$ cat src/rtl/irq_arb_pkg.sv
package irq_arb_pkg;

    typedef enum logic [3:0] {
        SRC_SWTRAP = 4'd0,
        SRC_NMI    = 4'd1,
        SRC_WDOG   = 4'd2,
        SRC_EXT0   = 4'd3,
        SRC_TMR0   = 4'd4,
        SRC_TMR1   = 4'd5,
        SRC_TMR2   = 4'd6,
        SRC_TMR3   = 4'd7,
        SRC_TMR4   = 4'd8,
        SRC_EXT1   = 4'd9,
        SRC_EXT2   = 4'd10,
        SRC_SRX    = 4'd11,
        SRC_STX    = 4'd12,
        SRC_COUNT  = 4'd13
    } irq_src_e;

    localparam int NUM_SOURCES = int'(SRC_COUNT);
    localparam int NUM_UNMASKED = int'(SRC_EXT0);

endpackage

$ cat src/rtl/irq_pend_bank.sv
module irq_pend_bank #(
    parameter int N_SRC = 13,
    parameter logic [N_SRC-1:0] STICKY = '1
) (
    input  logic             clk,
    input  logic             rst_n,
    input  logic [N_SRC-1:0] req_i,
    input  logic [N_SRC-1:0] clr_i,
    output logic [N_SRC-1:0] pend_o
);

    logic [N_SRC-1:0] pend_d, pend_q;

    always_comb begin
        // a request always sets; sticky bits hold until cleared, level bits follow
        pend_d = req_i | (STICKY & pend_q & ~clr_i);
    end

    always_ff @(posedge clk or negedge rst_n) begin
        if (!rst_n) pend_q <= '0;
        else        pend_q <= pend_d;
    end

    assign pend_o = pend_q;

    for (genvar g = 0; g < N_SRC; g++) begin : g_chk
        if (STICKY[g]) begin : g_sticky
            p_ack_clears_r7: assert property (@(posedge clk) disable iff (!rst_n)
                (clr_i[g] && !req_i[g]) |=> !pend_q[g]);
            p_req_wins_r8: assert property (@(posedge clk) disable iff (!rst_n)
                req_i[g] |=> pend_q[g]);
        end else begin : g_level
            p_level_follow_r7: assert property (@(posedge clk) disable iff (!rst_n)
                1'b1 |=> (pend_q[g] == $past(req_i[g])));
        end
    end

endmodule

$ cat src/rtl/irq_qualify.sv
module irq_qualify #(
    parameter int N_SRC = 13,
    parameter int N_UNMASKED = 3
) (
    input  logic [N_SRC-1:0] pend_i,
    input  logic [N_SRC-1:0] mask_i,
    input  logic             gie_i,
    output logic [N_SRC-1:0] qual_o
);

    localparam logic [N_SRC-1:0] FORCE_ON = N_SRC'((1 << N_UNMASKED) - 1);

    always_comb begin
        qual_o = pend_i & (mask_i | FORCE_ON) & {N_SRC{gie_i}};
    end

endmodule

$ cat src/rtl/irq_prio_enc.sv
module irq_prio_enc #(
    parameter int N_SRC = 13,
    parameter int ID_W  = 4
) (
    input  logic [N_SRC-1:0] qual_i,
    output logic             any_o,
    output logic [ID_W-1:0]  id_o
);

    always_comb begin
        any_o = |qual_i;
        id_o  = '0;
        // scan from the lowest rank upward so the highest rank is written last
        for (int i = N_SRC - 1; i >= 0; i--) begin
            if (qual_i[i]) id_o = ID_W'(i);
        end
    end

endmodule

$ cat src/rtl/irq_arbiter.sv
module irq_arbiter
    import irq_arb_pkg::*;
#(
    parameter int N_SRC = NUM_SOURCES,
    parameter int N_UNMASKED = NUM_UNMASKED,
    parameter logic [N_SRC-1:0] STICKY = ~(N_SRC'(1) << int'(SRC_WDOG))
) (
    input  logic             clk,
    input  logic             rst_n,
    input  logic [N_SRC-1:0] req_i,
    input  logic [N_SRC-1:0] mask_i,
    input  logic             gie_i,
    input  logic             ack_i,
    output logic             take_o,
    output logic [3:0]       take_id_o,
    output logic [N_SRC-1:0] pend_o
);

    localparam int ID_W = $clog2(N_SRC + 1);

    typedef struct packed {
        logic            take;
        logic            busy;
        logic [ID_W-1:0] id;
    } arb_st_t;

    arb_st_t st_d, st_q;
    logic [N_SRC-1:0] pend, qual, clr;
    logic             win_any;
    logic [ID_W-1:0]  win_id;

    irq_pend_bank #(.N_SRC(N_SRC), .STICKY(STICKY)) u_pend (
        .clk(clk), .rst_n(rst_n), .req_i(req_i), .clr_i(clr), .pend_o(pend)
    );

    irq_qualify #(.N_SRC(N_SRC), .N_UNMASKED(N_UNMASKED)) u_qual (
        .pend_i(pend), .mask_i(mask_i), .gie_i(gie_i), .qual_o(qual)
    );

    irq_prio_enc #(.N_SRC(N_SRC), .ID_W(ID_W)) u_enc (
        .qual_i(qual), .any_o(win_any), .id_o(win_id)
    );

    always_comb begin
        clr = (st_q.busy && ack_i) ? (N_SRC'(1) << st_q.id) : '0;
    end

    always_comb begin
        st_d      = st_q;
        st_d.take = !st_q.busy && win_any;
        if (st_d.take) st_d.id = win_id;
        st_d.busy = st_q.busy ? !ack_i : st_d.take;
    end

    always_ff @(posedge clk or negedge rst_n) begin
        if (!rst_n) st_q <= '0;
        else        st_q <= st_d;
    end

    assign take_o    = st_q.take;
    assign take_id_o = 4'(st_q.id);
    assign pend_o    = pend;

    p_gated_by_gie_r2: assert property (@(posedge clk) disable iff (!rst_n)
        take_o |-> $past(gie_i));

    p_highest_wins_r3: assert property (@(posedge clk) disable iff (!rst_n)
        take_o |-> (($past(qual) & ((N_SRC'(1) << take_id_o) - N_SRC'(1))) == '0));

    p_mask_respected_r5: assert property (@(posedge clk) disable iff (!rst_n)
        (take_o && (int'(take_id_o) >= N_UNMASKED)) |-> ((($past(mask_i) >> take_id_o) & N_SRC'(1)) != '0));

    p_single_pulse_r6: assert property (@(posedge clk) disable iff (!rst_n)
        take_o |=> !take_o);

    p_wait_for_ack_r6: assert property (@(posedge clk) disable iff (!rst_n)
        (st_q.busy && !ack_i) |=> !take_o);

    p_no_terminal_r10: assert property (@(posedge clk) disable iff (!rst_n)
        take_o |-> (int'(take_id_o) < N_SRC));

endmodule

$ cat config.mk
export PLATFORM = sky130hd
export DESIGN_NAME = irq_arbiter
export DESIGN_NICKNAME = d
export VERILOG_FILES = /design/src/rtl/irq_arb_pkg.sv /design/src/rtl/irq_pend_bank.sv /design/src/rtl/irq_qualify.sv /design/src/rtl/irq_prio_enc.sv /design/src/rtl/irq_arbiter.sv
export SDC_FILE = /design/constraint.sdc
export NUM_CORES = 1
export LEC_CHECK = 0
export ABC_AREA = 1
export BUFFER_PORTS_ARGS = -buffer_cell sky130_fd_sc_hd__buf_2
export CORE_ASPECT_RATIO = 0.75
export CORE_MARGIN = 8
export CORE_UTILIZATION = 41
export DETAILED_ROUTE_END_ITERATION = 10
export PLACE_DENSITY = 0.75
export SETUP_SLACK_MARGIN = 0.1
export SYNTH_ARGS = -nofsm -noshare
export SYNTH_HDL_FRONTEND = slang
export SYNTH_SLANG_ARGS = --single-unit
export TNS_END_PERCENT = 20
$ cat constraint.sdc
create_clock -name clk -period 1.23 [get_ports clk]
set_input_delay 0.0615 -clock clk [delete_from_list [all_inputs] [get_ports clk]]
set_output_delay 0.0615 -clock clk [all_outputs]
set_load 0.02 [all_outputs]
Word-level counts from Yosys, hierarchy flattened
Cells that the tools add are included.
- shift-type cells: 1
- mux-type cells: 15
- bitwise operators: 5
- reductions and logical operators: 5
- operators with widths (cell ; number):
    2-to-1 mux 4 bit ; 13
    bitwise AND 13 bit ; 3
    2-to-1 mux 13 bit ; 1
    NOT 13 bit ; 1
    bitwise OR 13 bit ; 1
    OR reduction 13 bit ; 1
    << shifter 1 x 4 -> 13 bit (first input constant) ; 1
    logical AND 1 bit ; 2
    zero test 1 bit ; 2
    2-to-1 mux 1 bit ; 1
- register bits after elaboration: 19
- input port bits: 30
- word-level logic and storage cells: 30

Logic depth before layout (Yosys ltp)
- word-level depth: 15
- mapped depth: 14

Hierarchy
A second synthesis with hierarchy kept.
- cells, all modules: 182
- area, all modules: 1173.6 sq um
- modules (own cells, without submodules) (module ; instances ; cells an instance ; area each (sq um)):
    irq_pend_bank ; 1 ; 61 ; 505.5
    irq_arbiter ; 1 ; 60 ; 377.9
    irq_prio_enc ; 1 ; 34 ; 188.9
    irq_qualify ; 1 ; 27 ; 101.3

Worst setup path after synthesis
OpenSTA, ideal clock, no wires.
- path type: register -> register
- from: register u_pend.pend_q[3], in the netlist u_pend.pend_o[3]
- to: register st_q (netlist bit take_id_o[1])
- arrival: 1.187 ns
- required time: 1.108 ns
- path slack: -0.079 ns
- stages on the path, launching flop included: 11
- buffers on the path: 0
- period minus slack after synthesis: 1.309 ns
- path through: dfrtp_1 > nand3_1 > nand2_1 > inv_1 > nand3_1 > inv_1 > nand2_2 > o21ai_4 > inv_2 > nand4_1 > o21ai_1
- RTL lines (what ; RTL line ; source):
    start: declaration ; irq_pend_bank.sv:12 ; logic [N_SRC-1:0] pend_d, pend_q;
    start signal: assignment ; irq_pend_bank.sv:21 ; else pend_q <= pend_d;
    end signal: assignment ; irq_arbiter.sv:57 ; else st_q <= st_d;
    end: declaration ; irq_arbiter.sv:27 ; arb_st_t st_d, st_q;

==> summary.md <==
| Metric | Value |
|---|---|
| TritonCTS Buffers | `3` |
| Worst-Skew Late Latency | `0.30 ns` |
| FP Rows | `15` |
| Crit path setup slack, layout | `-0.1219 ns` |
| Mapped Area | `1026 um^2` |
| Area fraction in compound gates after synthesis | `13.78%` |
| Portion of the post-synthesis area used by sequential elements | `46.34%` |
| Slew at the pin with the worst max-slew slack | `0.4337 ns` |
| Reg2Reg Launch Point | `u_pend.pend_o[10]$_DFF_PN0_` |
| Worst rel slew slack | `71.08%` |
| Share of synthesized area spent on multiplexers | `0%` |
| Worst r2r path cells | `8` |
| Critical path data arrival time | `1.55 ns` |
| Root buffer cell | `sky130_fd_sc_hd__clkbuf_4` |
| Part of the power in the clock network | `14.5%` |
| Weighted congestion reported at the end of routability-driven placement | `0.9579` |
| Routed length on met3 | `408 um` |
| Chip Width | `73.76 um` |
| Clock transition at the register clock pins on the worst setup and hold paths after CTS | `0.11 ns` |
| Net switching power | `0.9303 mW` |
| Count of distinct cell types in the synthesized netlist | `20` |
| Seq cells post-synth | `19` |
| Mapped Cells | `129` |
| Core outline area | `2327 um^2` |
| Number of H-tree branching levels | `1` |
| Die Outline Area | `4375 um^2` |
| Antenna cell count | `0` |
| Static leakage power | `0.8467 nW` |
| Path type of the worst setup path | `flop to flop` |
| Routed len/inst | `14.12 um` |
| Switching share of total power | `42.33%` |
| Initial standard-cell utilization of the core | `44.09%` |
| Count of pins over their slew limit | `0` |
| Clk sinks | `19` |
| Post-Synth Adder-Cell Area | `0%` |
| Minimum clock period after layout | `1.352 ns` |
| Iter 0 DRT Violations | `94` |
| Slowest stage cell on the critical path | `sky130_fd_sc_hd__dfrtp_2` |
| Detailed-routing iteration count for the pre-antenna-repair pass | `4` |
| Violations in the final reports | `negative setup slack` |
| Fillcell total | `198` |
| Worst Setup SP | `u_pend.pend_o[10]$_DFF_PN0_` |
| RSZ-0062 raised after global routing | `true` |
| Outcome | `finished, violations left` |
| Logic gate share of total power | `46.0%` |
| CTS max path bufs | `2` |
| Hold crit path type | `input pin to asynchronous set/reset pin` |
| XOR/XNOR share of the synthesized area | `0%` |
| Wire length of the first global-routing pass | `5554 um` |
| Half-perimeter wire length after placement | `2450 um` |
| Fin nets | `244` |
| Fraction of layout instances using a drive strength above 1 | `49.30%` |
| Simple-gate share of the synthesized area | `27.80%` |
| Largest vdd supply drop | `887.9 uV` |
| Type of element launching the critical path | `flop` |
| Via total after detailed routing | `1180` |
| Worst reg-to-reg setup slack | `-0.12 ns` |
| Y dimension of the die | `59.32 um` |
| Final setup violation count | `5` |
| Sum of routed wire length over all layers | `3487 um` |
| Detail Route Antenna Nets | `0` |
| Mean area per synthesized cell | `7.953 um^2` |
| Vias per Instance | `4.777` |
| Relative area change from synthesis to final layout | `65.49%` |
| Total power divided by cell area | `1294 nW/um^2` |
| Max-cap violations | `0` |
| Vias in the first global route | `1191` |
| Highest metal used | `met4` |
| End of the worst register-to-register path | `take_id_o[2]$_DFFE_PN0P_` |
| Number of antenna violations at the first check in global routing | `0` |
| Detailed-routing wirelength on met1 | `1442 um` |
| Core occupancy in the finished layout | `72.96%` |
| Largest delay share family, worst path | `flip-flops` |
| Total met2 wirelength after detailed routing | `1625 um` |
| Pin count of the biggest net entering global routing | `20` |
| Cell chain of the critical path | `nand3_1, o21ai_2, nor2_2, nand2_2, o21ai_4, inv_2, nand3_1, o21ai_1` |
| Share of total power in sequential cells | `39.5%` |
| Worst setup skew after layout | `0.004275 ns` |
| Total of buffers placed on input and output ports | `44` |
| Final hold slack | `0.2408 ns` |
| Worst Setup End Kind | `flop` |
| Max Freq | `739.7 MHz` |
| CTS tree | `built` |
| Internal Pwr Total | `1.267 mW` |
| Synth Net Count | `159` |
| Total routing usage reported by global routing | `16.30%` |
| Biggest fanout along the worst timing path | `5` |
| Number of DRC violations after detailed routing | `0` |
| Buf/Inv on CP | `1` |
| Most numerous cell on the critical path | `sky130_fd_sc_hd__nand3_1` |
| Highest cell delay on the worst timing path | `0.42 ns` |
| Boundary pin count | `48` |
| Synthesis warning total | `0` |
| Combinational family with the most area after synthesis | `simple AND/OR/NAND/NOR gates` |
| Fin crit share | `109.9%` |
| Final hold violation count | `0` |
| Overflow after GRT | `0` |
| Required time worst endpoint | `1.43 ns` |
[cell type report]
class	instances	area [um^2]	area share, %
tap	34	42.54	2.506
clock buffer	4	26.28	1.548
multi-input combinational	83	471.7	27.78
timing repair buffer	85	590.6	34.78
sequential	19	484.2	28.52
inverter	22	82.58	4.864
[stage by stage]
| step | setup WS (ns) | std cells | total power [mW] | instance area [um^2] | TNS [ns] |
|---|---|---|---|---|---|
| detailed placement | -0.06979 | 218 | 1.737 | 1406 | -0.1791 |
| global route | -0.2253 | 247 | 2.333 | 1698 | -0.8150 |
| finish | -0.1219 | 247 | 2.198 | 1698 | -0.3991 |
| CTS | -0.07803 | 240 | 2.143 | 1630 | -0.1850 |
| floorplan | -0.03746 | 129 | 1.447 | 1040 | -0.07379 |
| global placement | -0.04954 | 218 | 1.715 | 1406 | -0.1285 |
[synthesized netlist by cell type]
cell                       number  area [um^2]
sky130_fd_sc_hd__nand4_1        1        6.260
sky130_fd_sc_hd__a31oi_1        1        6.260
sky130_fd_sc_hd__o31ai_1        3        22.52
sky130_fd_sc_hd__a21oi_1        3        15.01
sky130_fd_sc_hd__nor2_2         2        12.51
sky130_fd_sc_hd__o21ai_4        1        16.27
sky130_fd_sc_hd__buf_4          4        30.03
sky130_fd_sc_hd__nand3_1        9        45.04
sky130_fd_sc_hd__nor2_1         4        15.01
sky130_fd_sc_hd__dfrtp_1       19        475.5
sky130_fd_sc_hd__o21ai_1        2        10.01
sky130_fd_sc_hd__o21bai_1       1        7.510
sky130_fd_sc_hd__nand2_1       35        131.4
sky130_fd_sc_hd__inv_2          1        3.750
sky130_fd_sc_hd__o21ai_0       11        55.05
sky130_fd_sc_hd__o21ai_2        1        8.760
sky130_fd_sc_hd__buf_6          1        11.26
sky130_fd_sc_hd__inv_1         21        78.83
sky130_fd_sc_hd__nand2_2        4        25.02
sky130_fd_sc_hd__nand3_2        5        50.05
[cell usage in the layout (no fill, tap or decap)]
| cell type | count |
|---|---|
| sky130_fd_sc_hd__dfrtp_2 | 7 |
| sky130_fd_sc_hd__a31oi_1 | 1 |
| sky130_fd_sc_hd__inv_2 | 4 |
| sky130_fd_sc_hd__nand2_2 | 6 |
| sky130_fd_sc_hd__inv_1 | 18 |
| sky130_fd_sc_hd__nand3_2 | 6 |
| sky130_fd_sc_hd__o21ai_4 | 1 |
| sky130_fd_sc_hd__clkbuf_4 | 3 |
| sky130_fd_sc_hd__o21ai_2 | 1 |
| sky130_fd_sc_hd__o21ai_1 | 2 |
| sky130_fd_sc_hd__dfrtp_1 | 12 |
| sky130_fd_sc_hd__nor2_4 | 1 |
| sky130_fd_sc_hd__buf_4 | 24 |
| sky130_fd_sc_hd__nand3_1 | 7 |
| sky130_fd_sc_hd__nand2_4 | 1 |
| sky130_fd_sc_hd__dlygate4sd3_1 | 15 |
| sky130_fd_sc_hd__o21ai_0 | 11 |
| sky130_fd_sc_hd__nor2_1 | 3 |
| sky130_fd_sc_hd__nand2_1 | 32 |
| sky130_fd_sc_hd__nor2_2 | 2 |
| sky130_fd_sc_hd__nand3_4 | 1 |
| sky130_fd_sc_hd__buf_12 | 2 |
| sky130_fd_sc_hd__nand4_1 | 1 |
| sky130_fd_sc_hd__buf_2 | 44 |
| sky130_fd_sc_hd__a21oi_2 | 2 |
| sky130_fd_sc_hd__o21bai_1 | 1 |
| sky130_fd_sc_hd__clkbuf_1 | 1 |
| sky130_fd_sc_hd__a21oi_1 | 1 |
| sky130_fd_sc_hd__o31ai_1 | 3 |
[per-layer routing]
layer  track usage (%)  up-vias
li1                  -      574
met1             20.26      524
met2             26.07       80
met3             5.912        2
met4             3.683        0
met5                 0        -
[registers in the layout (all words and copies together) (netlist names)]
| signal | cells |
|---|---|
| u_pend.pend_o | 13 |
| take_id_o | 4 |
| st_q | 1 |
| take_o | 1 |
[cells by family after synthesis]
group                  count (synthesis)
flip-flops                            19
buffers and inverters                 27
AO/OA/AOI/OAI                         23
AND/OR/NAND/NOR                       60
[power groups by stage]
| stage | sequential (mW) | combinational (mW) | clock [mW] |
|---|---|---|---|
| 6_report | 0.868 | 1.01 | 0.318 |
| 5_1_grt | 0.879 | 1.11 | 0.347 |
| 4_1_cts | 0.862 | 0.955 | 0.325 |
| 2_1_floorplan | 0.914 | 0.532 | 0 |
| 3_3_place_gp | 0.860 | 0.855 | 0 |
| 3_5_place_dp | 0.869 | 0.868 | 0 |
[how the worst max path moves through the flow]
stage	end	slack, ns	depth (start not counted)
2_1_floorplan	take_id_o[1]$_DFFE_PN0P_	-0.04	10
3_3_place_gp	take_id_o[1]$_DFFE_PN0P_	-0.05	10
3_5_place_dp	take_id_o[1]$_DFFE_PN0P_	-0.07	10
4_1_cts	take_id_o[1]$_DFFE_PN0P_	-0.08	10
5_1_grt	take_id_o[0]$_DFFE_PN0P_	-0.23	14
6_report	take_id_o[2]$_DFFE_PN0P_	-0.12	8
[what timing repair did]
item,4_1_cts,5_1_grt
endpoints found under the setup margin,6,16
gates resized for setup,10,3
endpoints found under the hold margin,33,0
pin swaps,5,3
hold buffers,15,0
buffers inserted,3,7
No activity file was read; power rests on OpenSTA's default activity.
